`src/rtl/vrf_pkg.sv`:
```
package vrf_pkg;
  typedef enum logic [1:0] {
    VOP_ADD = 2'd0,
    VOP_SUB = 2'd1,
    VOP_MUL = 2'd2,
    VOP_CMP = 2'd3
  } vop_e;
endpackage

```
`src/rtl/vrf_bank.sv`:
```
module vrf_bank #(
  parameter int NUM_REGS  = 8,
  parameter int NUM_ELEMS = 8,
  parameter int ELEM_W    = 16,
  localparam int REG_W = $clog2(NUM_REGS),
  localparam int IDX_W = $clog2(NUM_ELEMS)
) (
  input  logic              clk,
  input  logic              rst_n,
  input  logic [REG_W-1:0]  ra_reg,
  input  logic [REG_W-1:0]  rb_reg,
  input  logic [IDX_W-1:0]  r_idx,
  output logic [ELEM_W-1:0] ra_data,
  output logic [ELEM_W-1:0] rb_data,
  input  logic              we,
  input  logic [REG_W-1:0]  w_reg,
  input  logic [IDX_W-1:0]  w_idx,
  input  logic [ELEM_W-1:0] w_data
);
  logic [ELEM_W-1:0] mem [NUM_REGS][NUM_ELEMS];

  always_ff @(posedge clk) begin
    if (!rst_n) begin
      for (int r = 0; r < NUM_REGS; r++)
        for (int e = 0; e < NUM_ELEMS; e++)
          mem[r][e] <= '0;
    end else if (we) begin
      mem[w_reg][w_idx] <= w_data;
    end
  end

  assign ra_data = mem[ra_reg][r_idx];
  assign rb_data = mem[rb_reg][r_idx];
endmodule

```
`src/rtl/vec_pipe.sv`:
```
module vec_pipe
  import vrf_pkg::*;
#(
  parameter int NUM_ELEMS = 8,
  parameter int ELEM_W    = 16,
  localparam int IDX_W = $clog2(NUM_ELEMS)
) (
  input  logic              clk,
  input  logic              rst_n,
  input  logic              in_vld,
  input  logic [IDX_W-1:0]  in_idx,
  input  vop_e              in_op,
  input  logic [ELEM_W-1:0] in_a,
  input  logic [ELEM_W-1:0] in_b,
  output logic              out_vld,
  output logic [IDX_W-1:0]  out_idx,
  output vop_e              out_op,
  output logic [ELEM_W-1:0] out_res,
  output logic              out_eq
);
  function automatic logic [ELEM_W-1:0] elem_result(vop_e op, logic [ELEM_W-1:0] a,
                                                    logic [ELEM_W-1:0] b);
    logic [ELEM_W-1:0] r;
    case (op)
      VOP_ADD: r = a + b;
      VOP_SUB: r = a - b;
      VOP_MUL: r = a * b;
      default: r = '0;
    endcase
    return r;
  endfunction

  function automatic logic elem_match(logic [ELEM_W-1:0] a, logic [ELEM_W-1:0] b);
    return a == b;
  endfunction

  logic              v1, v2;
  logic [IDX_W-1:0]  i1, i2;
  vop_e              o1, o2;
  logic [ELEM_W-1:0] a1, b1, res2;
  logic              eq2;

  always_ff @(posedge clk) begin
    if (!rst_n) begin
      v1 <= 1'b0; v2 <= 1'b0; out_vld <= 1'b0;
      i1 <= '0; i2 <= '0; out_idx <= '0;
      o1 <= VOP_ADD; o2 <= VOP_ADD; out_op <= VOP_ADD;
      a1 <= '0; b1 <= '0; res2 <= '0; out_res <= '0;
      eq2 <= 1'b0; out_eq <= 1'b0;
    end else begin
      v1 <= in_vld; i1 <= in_idx; o1 <= in_op; a1 <= in_a; b1 <= in_b;
      v2 <= v1; i2 <= i1; o2 <= o1;
      res2 <= elem_result(o1, a1, b1);
      eq2  <= elem_match(a1, b1);
      out_vld <= v2; out_idx <= i2; out_op <= o2; out_res <= res2; out_eq <= eq2;
    end
  end

  a_r6_stage_advance: assert property (@(posedge clk) disable iff (!rst_n)
    v1 |=> (v2 && i2 == $past(i1)));
  a_r6_stage_last: assert property (@(posedge clk) disable iff (!rst_n)
    v2 |=> (out_vld && out_idx == $past(i2)));
endmodule

```
`src/rtl/vec_seq.sv`:
```
module vec_seq
  import vrf_pkg::*;
#(
  parameter int NUM_REGS  = 8,
  parameter int NUM_ELEMS = 8,
  localparam int REG_W = $clog2(NUM_REGS),
  localparam int IDX_W = $clog2(NUM_ELEMS)
) (
  input  logic             clk,
  input  logic             rst_n,
  input  logic             issue_valid,
  input  vop_e             issue_op,
  input  logic [REG_W-1:0] issue_dst,
  input  logic [REG_W-1:0] issue_src_a,
  input  logic [REG_W-1:0] issue_src_b,
  input  logic             wr_last,
  output logic             accept,
  output logic             busy,
  output logic             done,
  output logic             rd_vld,
  output logic [IDX_W-1:0] rd_idx,
  output vop_e             cur_op,
  output logic [REG_W-1:0] cur_dst,
  output logic [REG_W-1:0] cur_src_a,
  output logic [REG_W-1:0] cur_src_b
);
  localparam logic [IDX_W-1:0] LAST_IDX = IDX_W'(NUM_ELEMS - 1);

  assign accept = issue_valid && !busy;

  always_ff @(posedge clk) begin
    if (!rst_n) begin
      busy <= 1'b0; done <= 1'b0; rd_vld <= 1'b0; rd_idx <= '0;
      cur_op <= VOP_ADD; cur_dst <= '0; cur_src_a <= '0; cur_src_b <= '0;
    end else begin
      done <= wr_last;
      if (accept) begin
        busy <= 1'b1; rd_vld <= 1'b1; rd_idx <= '0;
        cur_op <= issue_op; cur_dst <= issue_dst;
        cur_src_a <= issue_src_a; cur_src_b <= issue_src_b;
      end else begin
        if (rd_vld) begin
          rd_idx <= rd_idx + 1'b1;
          if (rd_idx == LAST_IDX) rd_vld <= 1'b0;
        end
        if (wr_last) busy <= 1'b0;
      end
    end
  end

  a_r7_done_ends_busy: assert property (@(posedge clk) disable iff (!rst_n)
    done |-> (!busy && $past(busy)));
  a_r10_start_needs_request: assert property (@(posedge clk) disable iff (!rst_n)
    $rose(busy) |-> $past(issue_valid));
  a_r10_no_restart: assert property (@(posedge clk) disable iff (!rst_n)
    (busy && !wr_last) |=> ($stable(cur_op) && $stable(cur_dst)));
endmodule

```
`src/rtl/vec_alu_engine.sv`:
```
module vec_alu_engine
  import vrf_pkg::*;
#(
  parameter int NUM_REGS  = 8,
  parameter int NUM_ELEMS = 8,
  parameter int ELEM_W    = 16,
  localparam int REG_W = $clog2(NUM_REGS),
  localparam int IDX_W = $clog2(NUM_ELEMS)
) (
  input  logic                 clk,
  input  logic                 rst_n,
  input  logic                 issue_valid,
  output logic                 issue_ready,
  input  logic [1:0]           issue_op,
  input  logic [REG_W-1:0]     issue_dst,
  input  logic [REG_W-1:0]     issue_src_a,
  input  logic [REG_W-1:0]     issue_src_b,
  input  logic                 fill_valid,
  input  logic [REG_W-1:0]     fill_reg,
  input  logic [IDX_W-1:0]     fill_idx,
  input  logic [ELEM_W-1:0]    fill_data,
  output logic                 busy,
  output logic                 done,
  output logic                 wb_valid,
  output logic [IDX_W-1:0]     wb_idx,
  output logic [ELEM_W-1:0]    wb_data,
  output logic [NUM_ELEMS-1:0] mask_out
);
  localparam logic [IDX_W-1:0] LAST_IDX = IDX_W'(NUM_ELEMS - 1);

  logic              accept, rd_vld, wr_last, fill_take, pipe_vld, pipe_eq, bank_we;
  logic [IDX_W-1:0]  rd_idx, pipe_idx, w_idx;
  logic [REG_W-1:0]  cur_dst, cur_src_a, cur_src_b, w_reg;
  logic [ELEM_W-1:0] ra_data, rb_data, pipe_res, w_data;
  vop_e              cur_op, pipe_op;

  vec_seq #(.NUM_REGS(NUM_REGS), .NUM_ELEMS(NUM_ELEMS)) u_seq (
    .clk(clk), .rst_n(rst_n), .issue_valid(issue_valid), .issue_op(vop_e'(issue_op)),
    .issue_dst(issue_dst), .issue_src_a(issue_src_a), .issue_src_b(issue_src_b),
    .wr_last(wr_last), .accept(accept), .busy(busy), .done(done),
    .rd_vld(rd_vld), .rd_idx(rd_idx), .cur_op(cur_op), .cur_dst(cur_dst),
    .cur_src_a(cur_src_a), .cur_src_b(cur_src_b));

  vrf_bank #(.NUM_REGS(NUM_REGS), .NUM_ELEMS(NUM_ELEMS), .ELEM_W(ELEM_W)) u_bank (
    .clk(clk), .rst_n(rst_n), .ra_reg(cur_src_a), .rb_reg(cur_src_b), .r_idx(rd_idx),
    .ra_data(ra_data), .rb_data(rb_data), .we(bank_we), .w_reg(w_reg),
    .w_idx(w_idx), .w_data(w_data));

  vec_pipe #(.NUM_ELEMS(NUM_ELEMS), .ELEM_W(ELEM_W)) u_pipe (
    .clk(clk), .rst_n(rst_n), .in_vld(rd_vld), .in_idx(rd_idx), .in_op(cur_op),
    .in_a(ra_data), .in_b(rb_data), .out_vld(pipe_vld), .out_idx(pipe_idx),
    .out_op(pipe_op), .out_res(pipe_res), .out_eq(pipe_eq));

  assign wr_last   = pipe_vld && pipe_idx == LAST_IDX;
  assign wb_valid  = pipe_vld && pipe_op != VOP_CMP;
  assign wb_idx    = pipe_idx;
  assign wb_data   = pipe_res;
  assign fill_take = fill_valid && !busy;

  // single write port: the pipeline owns it while busy, the fill path otherwise
  assign bank_we = wb_valid || fill_take;
  assign w_reg   = wb_valid ? cur_dst  : fill_reg;
  assign w_idx   = wb_valid ? pipe_idx : fill_idx;
  assign w_data  = wb_valid ? pipe_res : fill_data;

  assign issue_ready = !busy;

  always_ff @(posedge clk) begin
    if (!rst_n) begin
      mask_out <= '0;
    end else if (accept && vop_e'(issue_op) == VOP_CMP) begin
      mask_out <= '0;
    end else if (pipe_vld && pipe_op == VOP_CMP) begin
      mask_out[pipe_idx] <= pipe_eq;
    end
  end

  a_r6_wb_in_order: assert property (@(posedge clk) disable iff (!rst_n)
    (wb_valid && wb_idx != LAST_IDX) |=> (wb_valid && wb_idx == IDX_W'($past(wb_idx) + 1'b1)));
  a_r6_wb_inside_busy: assert property (@(posedge clk) disable iff (!rst_n)
    wb_valid |-> busy);
  a_r8_cmp_no_write: assert property (@(posedge clk) disable iff (!rst_n)
    (busy && cur_op == VOP_CMP) |-> !wb_valid);
  a_r9_mask_hold: assert property (@(posedge clk) disable iff (!rst_n)
    (busy && cur_op != VOP_CMP) |=> $stable(mask_out));
  a_r10_fill_blocked: assert property (@(posedge clk) disable iff (!rst_n)
    (busy && fill_valid && !wb_valid) |-> !bank_we);
endmodule

```
`config.mk`:
```
export PLATFORM = sky130hd
export DESIGN_NAME = vec_alu_engine
export DESIGN_NICKNAME = d
export VERILOG_FILES = /design/src/rtl/vrf_pkg.sv /design/src/rtl/vrf_bank.sv /design/src/rtl/vec_pipe.sv /design/src/rtl/vec_seq.sv /design/src/rtl/vec_alu_engine.sv
export SDC_FILE = /design/constraint.sdc
export NUM_CORES = 2
export LEC_CHECK = 0
export BUFFER_PORTS_ARGS = -buffer_cell sky130_fd_sc_hd__buf_2
export CORE_MARGIN = 8
export CORE_UTILIZATION = 37
export DETAILED_ROUTE_END_ITERATION = 8
export SYNTH_ARGS = -nofsm -noshare
export SYNTH_HDL_FRONTEND = slang
export SYNTH_SLANG_ARGS = --single-unit
export TNS_END_PERCENT = 5
```
`constraint.sdc`:
```
create_clock -name clk -period 6.8 [get_ports clk]
set_input_delay 0.68 -clock clk [delete_from_list [all_inputs] [get_ports clk]]
set_output_delay 0.68 -clock clk [all_outputs]
set_load 0.03 [all_outputs]
```
---- Word-level counts from Yosys, hierarchy flattened ----
Memory sizes are Yosys's and may differ from the RTL's. A register that Yosys moved wholly into a read port is not among the register bits.
Index checks and enable logic that the tools add are counted.
word-level totals
  bits in registers ....................... 109
  bits in latches ......................... 0
  bits in writable memories ............... 1024
  memory bits (read-only) ................. 0
  input port bits ......................... 37
  word-level logic and storage cells ...... 91
  memories ................................ 1
memories
  name        depth  width  rd ports  clocked after Yosys merged registers in  wr ports  RTL line        text
  u_bank.mem  8      128    2         2                                        8         vrf_bank.sv:20  logic [ELEM_W-1:0] mem [NUM_REGS][NUM_ELEMS];
operators by class
  $add $sub $neg .......................... 3
  multipliers ............................. 1
  div/mod/pow operators ................... 0
  order comparisons ....................... 5
  equality and inequality tests ........... 8
  shift-type cells ........................ 0
  multiplexer cells ....................... 31
  bitwise gates (word level) .............. 3
  reduce and logical (&&, ||, !) cells .... 15
operator list
  operator             number
  $mux 128             3
  $reduce_or 128->1    1
  $bmux 16 s3          2
  $mux 16              6
  $demux 16 s3         1
  $pmux 16 s3          1
  $mux 3               7
  $add 16x16->16       1
  $eq 16x16->1         1
  $mul 16x16->16       1
  $sub 16x16->16       1
  $mux 1               9
  $bwmux 8             1
  $ge 4x4->1 const B   2
  $logic_and 1x1->1    8
  $not 3->4            2
  $eq 2x2->1 const B   3
  $eq 3x3->1 const B   2
  $lt 3x4->1 const B   1
  $lt 4x1->1 const B   1
  $reduce_or 2->1      2
  $add 3x1->3 const B  1
  $demux 1 s3          1
  $ge 3x1->1 const B   1
  7 further kinds      7

---- Logic depth before layout (Yosys ltp) ----
  word-level depth ........................ 11
  mapped depth ............................ 24
  depth with buffers taken out ............ 23

---- Hierarchy ----
Synthesis repeated with hierarchy kept, for this count alone.
second synthesis, totals
  cell total of the unflattened synthesis .. 4679
  area, all modules ....................... 64099.0 um^2
by module, submodules not included
  module          instances  cells an instance  area an instance (um^2)  sequential area each (um^2)
  vrf_bank        1          3653               54951.5                  30749.5
  vec_pipe        1          889                7762.4                   1681.6
  vec_seq         1          69                 713.2                    340.3
  vec_alu_engine  1          68                 671.9                    160.2

---- Worst setup path before layout ----
OpenSTA, ideal clock, no wires.
  path kind ............................... register to register
  start ................................... register u_pipe.b1[1]
  end ..................................... register u_pipe.res2[14]
  arrival time ............................ 5.115 ns
  setup slack ............................. 1.563 ns
  cell stages (with the launch flop) ...... 17
  clock period less this slack ............ 5.237 ns
  cell sequence ........................... dfxtp_1 -> clkbuf_1 -> nand2_1 -> fa_1 -> fa_1 -> fa_1 -> fa_1 -> fa_1 -> fa_1 -> inv_1 -> ha_1 -> nand3_1 -> nor3_1 -> nor2_1 -> a211o_1 -> xnor2_1 -> a311o_1
between the ends
  longest elaborated chain between the ends .. 2
ends and longest elaborated chain
  item                                          RTL line        text
  from (decl)                                   vec_pipe.sv:40  logic [ELEM_W-1:0] a1, b1, res2;
  from (signal assigned)                        vec_pipe.sv:51  v1 <= in_vld; i1 <= in_idx; o1 <= in_op; a1 <= in_a; b1 <= in_b;
  $mul 16x16->16, or another cell as far along  vec_pipe.sv:27  VOP_MUL: r = a * b;
  $pmux 16 s3 *                                 vec_pipe.sv:24  case (op)
  to (signal assigned)                          vec_pipe.sv:53  res2 <= elem_result(o1, a1, b1);
  to (decl)                                     vec_pipe.sv:40
Every way passes the cells marked *; elsewhere a longest branch is shown, timed or not.
A chain may end at the register's enable or synchronous reset.

---- Worst setup path after layout ----
  start ................................... register u_pipe.b1[1]
  end ..................................... register u_pipe.res2[15]
Same word-level chain as after synthesis.

==> results by group <==
Status
  – Run status: finished clean

Floorplan
  – Starting density of the core: 0.372
  – I/O pins: 68
  – Die Y-Extent: 420 um
  – Site Rows: 148
  – Core area: 163,000 um2
  – Die W: 420 um
  – Die ar.: 177,000 um2

Synthesis
  – Top-count cell post-synth: nor2_1
  – Number of synthesized flops with an enable pin: 1,024
  – Post-synth ARST share: 0
  – Syn_nets: 4,411
  – Ys flop type: edfxtp_1
  – Cell variety after synth: 58
  – Seq/Total Area, Yosys: 0.546
  – Yosys top cell area share: 0.508
  – Ys Warns: 0
  – Synthesized area: 60,500 um2
  – Mapped Cells: 4,211
  – Top cells by area, synth: edfxtp_1 51%, mux4_2 25%, nor2_1 6.8%, dfxtp_1 3.8%, fa_1 2.7%
  – Commonest cells post-synth: 1,097 x nor2_1, 1,024 x edfxtp_1, 672 x mux4_2
  – Cell taking the most area after synthesis: edfxtp_1
  – Syn avg cell area: 14.4 um2
  – FF+latch count, synth: 1,139

Timing
  – Worst hold slack: 204 ps
  – Final hold vios: 0
  – Fin crit period: 5730 ps
  – Relative max-transition margin: 0.0923
  – Layout Skew: 76.0 ps
  – Slew Viols, Final: 0
  – Tcrit/Tclk final: 0.842
  – FMAX: 0.175 GHz
  – Setup violators final: 0
  – RSZ-0062 raised after global routing: no
  – Setup TNS Final: 0 ps
  – Slew at the pin closest to its max-slew limit: 1330 ps

Pwr
  – Sw power: 0.00441 W
  – Leak: 22.6 nW
  – Combinational share of power: 0.131
  – Int Power: 0.0125 W
  – Peak supply drop: 0.216 mV
  – Pwr dens: 253 nW/um2
  – Clock Power Share: 0.390
  – Part of the power in registers: 0.478
  – Switching share of power: 0.261

Routing
  – DRT iter0 DRCs: 5,267
  – Routed wire length: 183,000 um
  – Via/cell ratio: 5.89
  – Wire per inst: 28.7 um
  – Drt drc: 0
  – Antenna Nets Post-Route: 0
  – Via Count: 37,500
  – DRT Pass-1 Iters: 5

Cells and area
  – Layout cell share with drive strength beyond 1: 0.239
  – Layout fillers: 14,900
  – Area growth syn-to-layout: 10.4%
  – Fin nets: 4,297

GRT
  – Grt ovf: 0
  – Initial antenna violation count: 12
  – Vias in the first global route: 36,300
  – First-pass GRT wire length: 264,000 um
  – Largest net degree at the start of global routing: 105
  – GRT Total Usage: 0.203

Worst hold path
  – HP Start: issue_dst[2]
  – Hold/Removal Path Class: input port to register

Placement
  – DP HPWL: 123,000 um
  – GP Congestion: 0.913
  – Port Buffers: 67

Critical path
  – Worst Setup Path Type: register to register
  – Arrival time at the worst endpoint: 6340 ps
  – Reg2Reg Launch Point: u_pipe.b1[1]$_SDFF_PN0_
  – CP Data Required Time: 7410 ps
  – Critical Path Start: u_pipe.b1[1]$_SDFF_PN0_
  – Crit. End Element: register
  – Max FO, Critical Path: 16
  – Crit path launch type: register

Flow run
  – # Max-Cap Violations: 0

Clocking
  – TritonCTS clock tree: yes
  – Clock slew at reported path FFs: 70 ps
  – H-tree lvl count: 3
  – Skew-Pair Late Insertion Delay: 770 ps
  – CTS buffer count: 118
  – CTS root buf: clkbuf_16
  – # Post-CTS Setup Buffers: 0
  – Post_cts resized: 0
  – Hold Buf Count CTS: 0
  – # clock sinks: 1,139
  – CTS max path bufs: 3
## power groups by stage
stage	Combinational, W	Clock, W	Sequential (W)
2_1_floorplan	0.00145	0	0.00811
3_3_place_gp	0.00219	0	0.00822
3_5_place_dp	0.00220	0	0.00824
4_1_cts	0.00220	0.00667	0.00809
5_1_grt	0.00232	0.00691	0.00812
6_report	0.00222	0.00660	0.00809
## cells in the final DEF, fill, tap and decap left out, types with 66 or more instances in the layout
master	count
ha_1	81
nor2_1	1089
clkbuf_16	119
buf_2	66
edfxtp_1	1024
and2_1	100
dfxtp_1	107
inv_1	127
mux4_2	672
nand2_1	268
fa_1	82
## routing by layer
metal,track usage,wire (um),vias up
met5,0,18,-
met4,0.0652,6870,4
met3,0.0478,19200,296
met2,0.310,83700,2025
met1,0.289,73200,19700
li1,-,-,15500
## flip-flops by register name, summed over array words and instances, names as in the netlist, 2 cells and up, named ones only
| name | flops |
|---|---|
| mask_out | 8 |
| u_bank.mem | 1024 |
| u_pipe.a1 | 16 |
| u_pipe.b1 | 16 |
| u_pipe.i1 | 3 |
| u_pipe.i2 | 3 |
| u_pipe.o1 | 2 |
| u_pipe.o2 | 2 |
| u_pipe.out_idx | 3 |
| u_pipe.out_op | 2 |
| u_pipe.out_res | 16 |
| u_pipe.res2 | 16 |
| u_seq.cur_dst | 3 |
| u_seq.cur_op | 2 |
| u_seq.cur_src_a | 3 |
| u_seq.cur_src_b | 3 |
| u_seq.rd_idx | 3 |
## cells by family (layout without fill, tap and decap cells)
family                   Yosys count  after routing  synth area share
AO/OA/AOI/OAI                    139            139            0.0139
XOR/XNOR                          49             49           0.00732
adder cells (fa/ha/maj)          163            163            0.0439
buffers and inverters            490            473            0.0328
flip-flops                      1139           1139             0.546
multiplexers                     694            694             0.254
other                              0              4                 0
AND/OR/NAND/NOR                 1537           1537             0.102
## final cells by class
type | instances | area [um2] | area share
Sequential cell | 1139 | 33100 | 0.495
Multi-Input combinational cell | 2582 | 25700 | 0.385
Clock buffer | 144 | 3070 | 0.0460
Tap cell | 2175 | 2720 | 0.0407
Timing Repair Buffer | 128 | 958 | 0.0143
Clock inverter | 73 | 817 | 0.0122
Inverter | 128 | 480 | 0.00719
Antenna cell | 4 | 10.0 | 0.000150
## critical path, cell delays in order, from the launching register on
cell and delay (ps):
dfxtp_1 560, and2_1 290, fa_1 540, inv_1 60, fa_1 530, inv_1 50, fa_1 490, fa_1 550
inv_1 50, fa_1 450, fa_1 390, xnor2_1 150, xnor2_1 210, xnor2_1 160, xnor2_1 150, xnor3_1 470
o21ai_0 100, or3b_1 360, o31ai_1 70
## path summary, 6_finish.rpt
| path | slack [ps] | endpoint | depth (start not counted) |
|---|---|---|---|
| max reg2reg | 1070 | u_pipe.res2[15]$_SDFF_PN0_ | 18 |
| min | 200 | u_seq.cur_dst[2]$_SDFFE_PN0P_ | 3 |
| min reg2reg | 430 | u_pipe.i2[2]$_SDFF_PN0_ | 1 |
| max | 1070 | u_pipe.res2[15]$_SDFF_PN0_ | 18 |
## metrics by stage
| stage | instance area (um2) | utilization | total power, W | instances | worst slack (ps) |
|---|---|---|---|---|---|
| 2_1_floorplan | 60500 | - | 0.00956 | 4211 | 1560 |
| 6_report | 66800 | 0.411 | 0.0169 | 6373 | 1070 |
| 3_3_place_gp | 62900 | 0.387 | 0.0104 | 6152 | 1200 |
| 3_5_place_dp | 62900 | 0.387 | 0.0104 | 6152 | 1120 |
| 5_1_grt | 66800 | 0.411 | 0.0174 | 6369 | 816 |
| 4_1_cts | 66800 | 0.411 | 0.0170 | 6369 | 1080 |
(Power assumes the default switching activity.)
